**src/rtl/pwm_gen_pkg.sv**
```systemverilog
package pwm_gen_pkg;
  localparam int unsigned WORD_W   = 32;
  localparam int unsigned LANES    = WORD_W / 8;
  localparam int unsigned STEP_W   = 8;   // 2**STEP_W steps per period
  localparam int unsigned DIV_W    = 8;   // step length field width
  localparam int unsigned RUN_BIT  = 31;
  localparam int unsigned IDLE_BIT = 30;
  localparam int unsigned DIV_LSB  = 8;
  localparam int unsigned LOW_LSB  = 0;
  localparam int unsigned RSV_LSB  = DIV_LSB + DIV_W;
  localparam int unsigned RSV_MSB  = IDLE_BIT - 1;

  typedef struct packed {
    logic              run;
    logic              idle;
    logic [DIV_W-1:0]  div;
    logic [STEP_W-1:0] low;
  } cfg_t;
endpackage

```
**src/rtl/pwm_cfg_reg.sv**
```systemverilog
module pwm_cfg_reg
  import pwm_gen_pkg::*;
(
  input  logic              clk_i,
  input  logic              rst_ni,
  input  logic              wr_en_i,
  input  logic [WORD_W-1:0] wr_data_i,
  input  logic [LANES-1:0]  wr_be_i,
  output cfg_t              cfg_q_o,
  output cfg_t              cfg_d_o,
  output logic [WORD_W-1:0] rd_data_o
);
  cfg_t              cfg_q;
  logic [WORD_W-1:0] cur_w, mrg_w;
  logic              unused_rsv;

  always_comb begin
    cur_w                       = '0;
    cur_w[RUN_BIT]              = cfg_q.run;
    cur_w[IDLE_BIT]             = cfg_q.idle;
    cur_w[DIV_LSB +: DIV_W]     = cfg_q.div;
    cur_w[LOW_LSB +: STEP_W]    = cfg_q.low;
  end

  for (genvar g = 0; g < LANES; g++) begin : g_lane
    assign mrg_w[8*g +: 8] = (wr_en_i && wr_be_i[g]) ? wr_data_i[8*g +: 8]
                                                     : cur_w[8*g +: 8];
  end

  assign unused_rsv = ^mrg_w[RSV_MSB:RSV_LSB];

  assign cfg_d_o.run  = mrg_w[RUN_BIT];
  assign cfg_d_o.idle = mrg_w[IDLE_BIT];
  assign cfg_d_o.div  = mrg_w[DIV_LSB +: DIV_W];
  assign cfg_d_o.low  = mrg_w[LOW_LSB +: STEP_W];

  always_ff @(posedge clk_i or negedge rst_ni) begin
    if (!rst_ni) cfg_q <= '0;
    else         cfg_q <= cfg_d_o;
  end

  assign cfg_q_o   = cfg_q;
  assign rd_data_o = cur_w;
endmodule

```
**src/rtl/pwm_prescaler.sv**
```systemverilog
module pwm_prescaler #(
  parameter int unsigned DIV_W = 8
) (
  input  logic             clk_i,
  input  logic             rst_ni,
  input  logic             clr_i,
  input  logic [DIV_W-1:0] div_i,
  output logic [DIV_W-1:0] cnt_o,
  output logic             tick_o
);
  logic [DIV_W-1:0] cnt_q, last;

  // div 0 wraps to all ones, i.e. a length of 2**DIV_W
  assign last   = div_i - DIV_W'(1);
  assign tick_o = (cnt_q == last);

  always_ff @(posedge clk_i or negedge rst_ni) begin
    if (!rst_ni)      cnt_q <= '0;
    else if (clr_i)   cnt_q <= '0;
    else if (tick_o)  cnt_q <= '0;
    else              cnt_q <= cnt_q + DIV_W'(1);
  end

  assign cnt_o = cnt_q;
endmodule

```
**src/rtl/pwm_period_seq.sv**
```systemverilog
module pwm_period_seq #(
  parameter int unsigned STEP_W = 8,
  parameter int unsigned DIV_W  = 8
) (
  input  logic              clk_i,
  input  logic              rst_ni,
  input  logic              clr_i,
  input  logic              tick_i,
  input  logic [DIV_W-1:0]  start_div_i,   // taken while cleared
  input  logic [STEP_W-1:0] start_low_i,
  input  logic [DIV_W-1:0]  live_div_i,    // taken at period wrap
  input  logic [STEP_W-1:0] live_low_i,
  output logic [STEP_W-1:0] step_o,
  output logic [DIV_W-1:0]  div_sh_o,
  output logic [STEP_W-1:0] low_sh_o,
  output logic              wrap_o
);
  localparam logic [STEP_W-1:0] STEP_LAST = '1;

  logic [STEP_W-1:0] step_q, low_sh;
  logic [DIV_W-1:0]  div_sh;

  assign wrap_o = tick_i && (step_q == STEP_LAST);

  always_ff @(posedge clk_i or negedge rst_ni) begin
    if (!rst_ni) begin
      step_q <= '0;
      div_sh <= '0;
      low_sh <= '0;
    end else if (clr_i) begin
      step_q <= '0;
      div_sh <= start_div_i;
      low_sh <= start_low_i;
    end else if (tick_i) begin
      step_q <= step_q + STEP_W'(1);
      if (wrap_o) begin
        div_sh <= live_div_i;
        low_sh <= live_low_i;
      end
    end
  end

  assign step_o   = step_q;
  assign div_sh_o = div_sh;
  assign low_sh_o = low_sh;
endmodule

```
**src/rtl/pwm_reg_gen.sv**
```systemverilog
module pwm_reg_gen
  import pwm_gen_pkg::*;
(
  input  logic              clk_i,
  input  logic              rst_ni,
  input  logic              wr_en_i,
  input  logic [WORD_W-1:0] wr_data_i,
  input  logic [LANES-1:0]  wr_be_i,
  output logic [WORD_W-1:0] rd_data_o,
  output logic              pwm_o
);
  cfg_t              cfg_q, cfg_d;
  logic              run_q, idle_q, clr, tick, wrap;
  logic [DIV_W-1:0]  presc, div_sh;
  logic [STEP_W-1:0] step, low_sh;

  pwm_cfg_reg i_cfg (
    .clk_i, .rst_ni, .wr_en_i, .wr_data_i, .wr_be_i,
    .cfg_q_o   (cfg_q),
    .cfg_d_o   (cfg_d),
    .rd_data_o (rd_data_o)
  );

  assign run_q  = cfg_q.run;
  assign idle_q = cfg_q.idle;
  // hold while off, restart on the edge that turns run on
  assign clr    = !cfg_d.run || !cfg_q.run;

  pwm_prescaler #(.DIV_W(DIV_W)) i_presc (
    .clk_i, .rst_ni,
    .clr_i  (clr),
    .div_i  (div_sh),
    .cnt_o  (presc),
    .tick_o (tick)
  );

  pwm_period_seq #(.STEP_W(STEP_W), .DIV_W(DIV_W)) i_seq (
    .clk_i, .rst_ni,
    .clr_i       (clr),
    .tick_i      (tick),
    .start_div_i (cfg_d.div),
    .start_low_i (cfg_d.low),
    .live_div_i  (cfg_q.div),
    .live_low_i  (cfg_q.low),
    .step_o      (step),
    .div_sh_o    (div_sh),
    .low_sh_o    (low_sh),
    .wrap_o      (wrap)
  );

  // driven from flops only, so no combinational path from the bus
  assign pwm_o = run_q ? (step >= low_sh) : idle_q;
endmodule

```
**config.mk**
```make
export PLATFORM = sky130hd
export DESIGN_NAME = pwm_reg_gen
export DESIGN_NICKNAME = d
export VERILOG_FILES = /design/src/rtl/pwm_gen_pkg.sv /design/src/rtl/pwm_cfg_reg.sv /design/src/rtl/pwm_prescaler.sv /design/src/rtl/pwm_period_seq.sv /design/src/rtl/pwm_reg_gen.sv
export SDC_FILE = /design/constraint.sdc
export NUM_CORES = 1
export LEC_CHECK = 0
export BUFFER_PORTS_ARGS = -buffer_cell sky130_fd_sc_hd__buf_4
export CORE_MARGIN = 2
export CORE_UTILIZATION = 45
export DETAILED_ROUTE_END_ITERATION = 16
export GPL_TIMING_DRIVEN = 0
export PLACE_DENSITY_LB_ADDON = 0.1
export SYNTH_ARGS = -nofsm -noshare
export SYNTH_HDL_FRONTEND = slang
export SYNTH_SLANG_ARGS = --single-unit
```
**constraint.sdc**
```tcl
create_clock -name clk_i -period 3.1 [get_ports clk_i]
set_clock_uncertainty 0.2 [all_clocks]
set_input_delay 0.31 -clock clk_i [delete_from_list [all_inputs] [get_ports clk_i]]
set_output_delay 0.31 -clock clk_i [all_outputs]
set_load 0.01 [all_outputs]
```
# Word-level counts from Yosys, hierarchy flattened
# Index checks and enable logic that the tools add are counted.
# totals
word_cells	38
out_inout_bits	33
mem_bits_rw	0
input_bits	39
latchBits	0
romBits	0
mem_count	0
regBits	50
# op_classes
addsub	3
n_reduce_logical	10
mul	0
bitwise	0
div_mod_pow	0
mux	14
n_eq_ne	2
n_shift	0
order_cmp	1
# ops
cell	count
two-way mux 8 bit	13
adder 8 x 1 -> 8 bit, second input constant	2
== test 8 bit	1
== test 8 bit, second input constant	1
>= comparator 8 bit	1
subtractor 8 x 1 -> 8 bit, second input constant	1
logical AND 1 bit	4
nonzero test 2 bit	2
zero test 1 bit	2
AND reduction 2 bit	1
logical OR 1 bit	1
two-way mux 1 bit	1

# Longest topological paths before layout
# logic_depth
depth_word	6
mapped_depth	10
depth_no_buf	8

# Modules after synthesis
# Synthesis repeated with hierarchy kept, for this count alone.
# hier_totals
hier_cells	298
area_unflattened_um2	3156.8
# modules_own_cells
module	cells_each	seq_area_each_um2	instances	area_per_inst_um2
pwm_period_seq	130	600.6	1	1367.6
pwm_cfg_reg	72	450.4	1	913.4
pwm_prescaler	68	200.2	1	661.9
pwm_reg_gen	28	0.0	1	214.0

# Worst setup path after synthesis
# OpenSTA, ideal clock, no wires.
# synth_timing
path_kind	flip-flop to flip-flop
start	register i_seq.div_sh[0] (netlist: i_seq.div_sh_o[0])
end	register i_seq.step_q[5] (netlist: i_seq.step_o[5])
period_less_slack_ns	2.370
arrival_time_ns	2.091
stages_incl_launch_ff	10
setup_ns	0.078
path_buffers	2
t_required_ns	2.822
slack_ns	0.730
cell_sequence	dfrtp_1 > buf_6 > inv_1 > ha_1 > xnor2_1 > nor4_2 > o211ai_1 > buf_2 > or4_1 > a21oi_1
# synth_between
elab_chain_len	3
# synth_rtl
element	line_no	text
start: declaration	pwm_period_seq.sv:21	logic [DIV_W-1:0] div_sh;
start signal: assignment	pwm_period_seq.sv:32	div_sh <= start_div_i;
start signal: assignment	pwm_period_seq.sv:37	div_sh <= live_div_i;
subtractor 8 x 1 -> 8 bit	pwm_prescaler.sv:14	assign last = div_i - DIV_W'(1);
== test 8 bit	pwm_prescaler.sv:15	assign tick_o = (cnt_q == last);
nonzero test 2 bit (no line)	--	
end signal: assignment	pwm_period_seq.sv:35	step_q <= step_q + STEP_W'(1);
end: declaration	pwm_period_seq.sv:20	logic [STEP_W-1:0] step_q, low_sh;
# Every way passes these cells.
# A chain may end at the register's enable or synchronous reset.

# Worst setup path in the final report
# layout_timing
start	register i_seq.div_sh[1] (netlist: i_seq.div_sh_o[1])
end	register i_seq.low_sh[6] (netlist: i_seq.low_sh_o[6])
# layout_between
elab_chain_len	5
elab_cells_between_ends	6
classes_between	1 x add/sub; 1 x eq/ne; 4 x reduce/logical
# layout_rtl
element	line_no	text
subtractor 8 x 1 -> 8 bit (*)	pwm_prescaler.sv:14	
== test 8 bit (*)	pwm_prescaler.sv:15	
logical AND 1 bit	pwm_period_seq.sv:23	assign wrap_o = tick_i && (step_q == STEP_LAST);
nonzero test 2 bit (no line)	--	
AND reduction 2 bit (no line) (*)	--	
end signal: assignment	pwm_period_seq.sv:33	low_sh <= start_low_i;
end signal: assignment	pwm_period_seq.sv:38	low_sh <= live_low_i;
end: declaration	pwm_period_seq.sv:20	
# Every way passes the cells marked *; elsewhere a longest branch is shown, timed or not.

==> impl_metrics.ini <==
[status]
status = finished clean

[timing]
fin_setup_tns_ns = 0
worstMarginPinSlew_ns = 0.639
hold_viol_final = 0
setup_viol = 0
layout_setup_ws_ns = 0.493
rsz0062_at_grt = false
slew_viol_final = 0
fin_crit_sh = 0.841
slew_headroom = 0.574
max_freq_mhz = 384
period_minus_slack_ns = 2.61

[logic_synthesis]
ys_types = 39
synthCells = 284
syn_area_mm2 = 0.00286
yosysWarnings = 0
ys_ff_latch = 50
synth_area_leaders = dfrtp_1 44%, mux2_2 7.1%, a211oi_2 6.1%, nor2_1 5.8%, nor3_1 5.1%
avgSynthCellArea_um2 = 10.1
synth_enable_flop_cells = 0
yosysTopAreaCell = dfrtp_1
yosysTopAreaCellShare = 0.437
synthFlopType = dfrtp_1
async_flop_share = 1.00
synth-seq-area-share = 0.437

[global_routing]
grtUsageTotal = 0.182
grt_antenna_before_repair = 0
grt_start_max_net_pins = 51
grt_overflow = 0
grt_pass1_vias = 2152
grt_pass1_wl_um = 10300

[setup_path]
cpMaxStageDelayCell = dfrtp_1
cp_max_fo = 10
crit_path_cell_trace = inv_1 > ha_1 > xnor2_1 > nor4_2 > o211ai_1 > nor4_4 > buf_4 > nor3_1 > a211oi_2
cp-end-kind = flip-flop
cp.required_ns = 3.12
startpoint_type = flip-flop
crit_type = flip-flop to flip-flop
critPathArrivalTime_ns = 2.63
max_stage_delay_ns = 0.47

[clock_network]
post_cts_resized = 0
cts-buffers-inserted = 5
cts.path.max_buffers = 2
cts-root-buf = clkbuf_8
clk_latency_ns = 0.31
clk_pin_slew_worst_paths_ns = 0.10
cts_sinks = 50
cts_tree = yes
htree_levels = 2

[layout]
areaGrowthSynthToFinish_pct = 20.3
antenna_cells = 0
post-route-util = 0.552
fin_area_mm2 = 0.00344
nets = 397
nFillCells = 578
layout-drive-gt1-share = 0.305

[die]
initial_utilization = 0.459
coreArea_mm2 = 0.00624
die_area_mm2 = 0.00701
die_w_um = 83.7
rows = 29
ioPinCount = 72
fp.dieH_um = 83.7

[placed_design]
port-buffer-count = 42
preCtsSetupSlack_ns = 0.467
dp_hpwl_um = 4330
placed_area_mm2 = 0.00332
place_congestion = 0.820

[route]
drt_first_pass_iters = 4
drc = 0
vias = 2172
wl_per_cell_um = 14.1
first_iter_violations = 71
finalWirelength_um = 5980
vias_per_cell = 5.11
drtAntennaViolNets = 0

[pwr]
ir_drop_uv = 245
power.density_mw_per_mm2 = 532
power_leakage_nw = 1.55

[flow_run]
maxCapViolations = 0

[hold_path]
hp-class = input port to flip-flop
-- sequential cells by signal (all words and copies together) (netlist names) --
signal / count
i_seq.step_o: 8
i_seq.low_sh_o: 8
i_cfg.cfg_q_o: 18
i_presc.cnt_o: 8
i_seq.div_sh_o: 8
-- cells in the mapped netlist (2+ instances only) --
| library cell | count |
|---|---|
| o21ai_0 | 4 |
| nor2b_1 | 2 |
| buf_2 | 3 |
| and3_1 | 3 |
| clkbuf_1 | 6 |
| nor3_1 | 29 |
| nor4_2 | 2 |
| or4_1 | 2 |
| a21o_1 | 2 |
| a21oi_1 | 6 |
| o21a_1 | 2 |
| a211oi_1 | 2 |
| xnor2_1 | 16 |
| nand2_1 | 7 |
| ha_1 | 11 |
| buf_4 | 16 |
| and2_1 | 2 |
| nand3_1 | 8 |
| a211oi_2 | 14 |
| nand2b_1 | 3 |
| dfrtp_1 | 50 |
| mux2_2 | 18 |
| xor2_1 | 5 |
| inv_1 | 11 |
| nand3b_1 | 2 |
| o31ai_1 | 2 |
| nor2_1 | 44 |
-- worst paths after layout --
check | start | to | slack (ns) | cells after the start
worst max-delay path | i_seq.div_sh_o[1] | i_seq.low_sh_o[6] | 0.49 | 9
worst min-delay path | wr_data_i[30] | i_cfg.cfg_q_o[16] | 0.03 | 2
worst max register to register | i_seq.div_sh_o[1] | i_seq.low_sh_o[6] | 0.49 | 9
worst min register to register | i_presc.cnt_o[0] | i_presc.cnt_o[0] | 0.35 | 1
max in group asynchronous | rst_ni | i_seq.low_sh_o[0] | 1.91 | 2
min in group asynchronous | rst_ni | i_cfg.cfg_q_o[10] | 0.36 | 2
-- through the flow --
step	total power (W)	hold slack, ns	cells
final	0.00183	0.0333	425
after global placement	0.00137	0.186	416
after global routing	0.00194	0.0363	425
after detailed placement	0.00138	0.181	416
after floorplan	0.00120	-0.186	297
after CTS	0.00185	0.0282	425
-- layout make-up --
class | instances | area, µm² | area share
buffer | 26 | 169 | 0.0491
clock buffer | 6 | 72.6 | 0.0211
clock inverter | 2 | 37.5 | 0.0109
inverter | 11 | 41.3 | 0.0120
timing repair buffer | 43 | 325 | 0.0945
tap | 77 | 96.3 | 0.0280
multi-input combinational | 210 | 1450 | 0.421
sequential | 50 | 1250 | 0.364
-- placed cells by master, fill, tap and decap left out, types with 2 or more instances in the layout --
cell type  netlist  final
a211oi_1         2      2
a211oi_2        14     14
a21o_1           2      2
a21oi_1          6      6
and2_1           2      2
and3_1           3      3
buf_2            3      3
buf_4           16     58
clkbuf_1         6      7
clkbuf_8         0      5
conb_1           1     14
dfrtp_1         50     50
ha_1            11     11
inv_1           11     11
mux2_2          18     18
nand2_1          7      7
nand2b_1         3      3
nand3_1          8      8
nand3b_1         2      2
nor2_1          44     44
nor2b_1          2      2
nor3_1          29     29
nor4_2           2      2
o21a_1           2      2
o21ai_0          4      4
o31ai_1          2      2
or4_1            2      2
xnor2_1         16     16
xor2_1           5      5
-- report_power, final --
part	total [W]	internal, W	switching (W)	leakage (nW)
clock network	0.000469	0.000241	0.000228	0.0514
registers	0.000834	0.000745	0.0000894	0.613
logic	0.000527	0.000258	0.000269	0.889
-- what timing repair did --
action	in CTS	in global routing
endpoints found under the hold margin	50	0
buffers inserted	0	0
hold buffers	1	0
endpoints found under the setup margin	0	0
-- worst max-delay path, delay by kind of cell, from the launching register on --
kind / cells / cell delay [ns]
compound gates: 2 / 0.41
xor+xnor: 1 / 0.14
fa+ha+maj: 1 / 0.28
buf+inv: 2 / 0.31
flops: 1 / 0.47
simple gates: 3 / 0.70
-- cell families after synthesis --
kind of cell               share of synthesized area
and+or+nand+nor                                0.191
DFF                                            0.437
AOI/OAI and AO/OA                              0.114
buffers and inverters                         0.0735
xor gates and xnor gates                      0.0643
muxes                                         0.0708
adders and majority gates                     0.0481
other                                        0.00131
-- routing by layer --
metal	vias up	routed length [µm]	GRT usage
li1	1090	-	-
met5	-	0	0
met2	54	2720	0.284
met3	6	265	0.0366
met1	1022	2930	0.258
met4	0	68	0.0499
No activity file was read; power rests on OpenSTA's default activity.
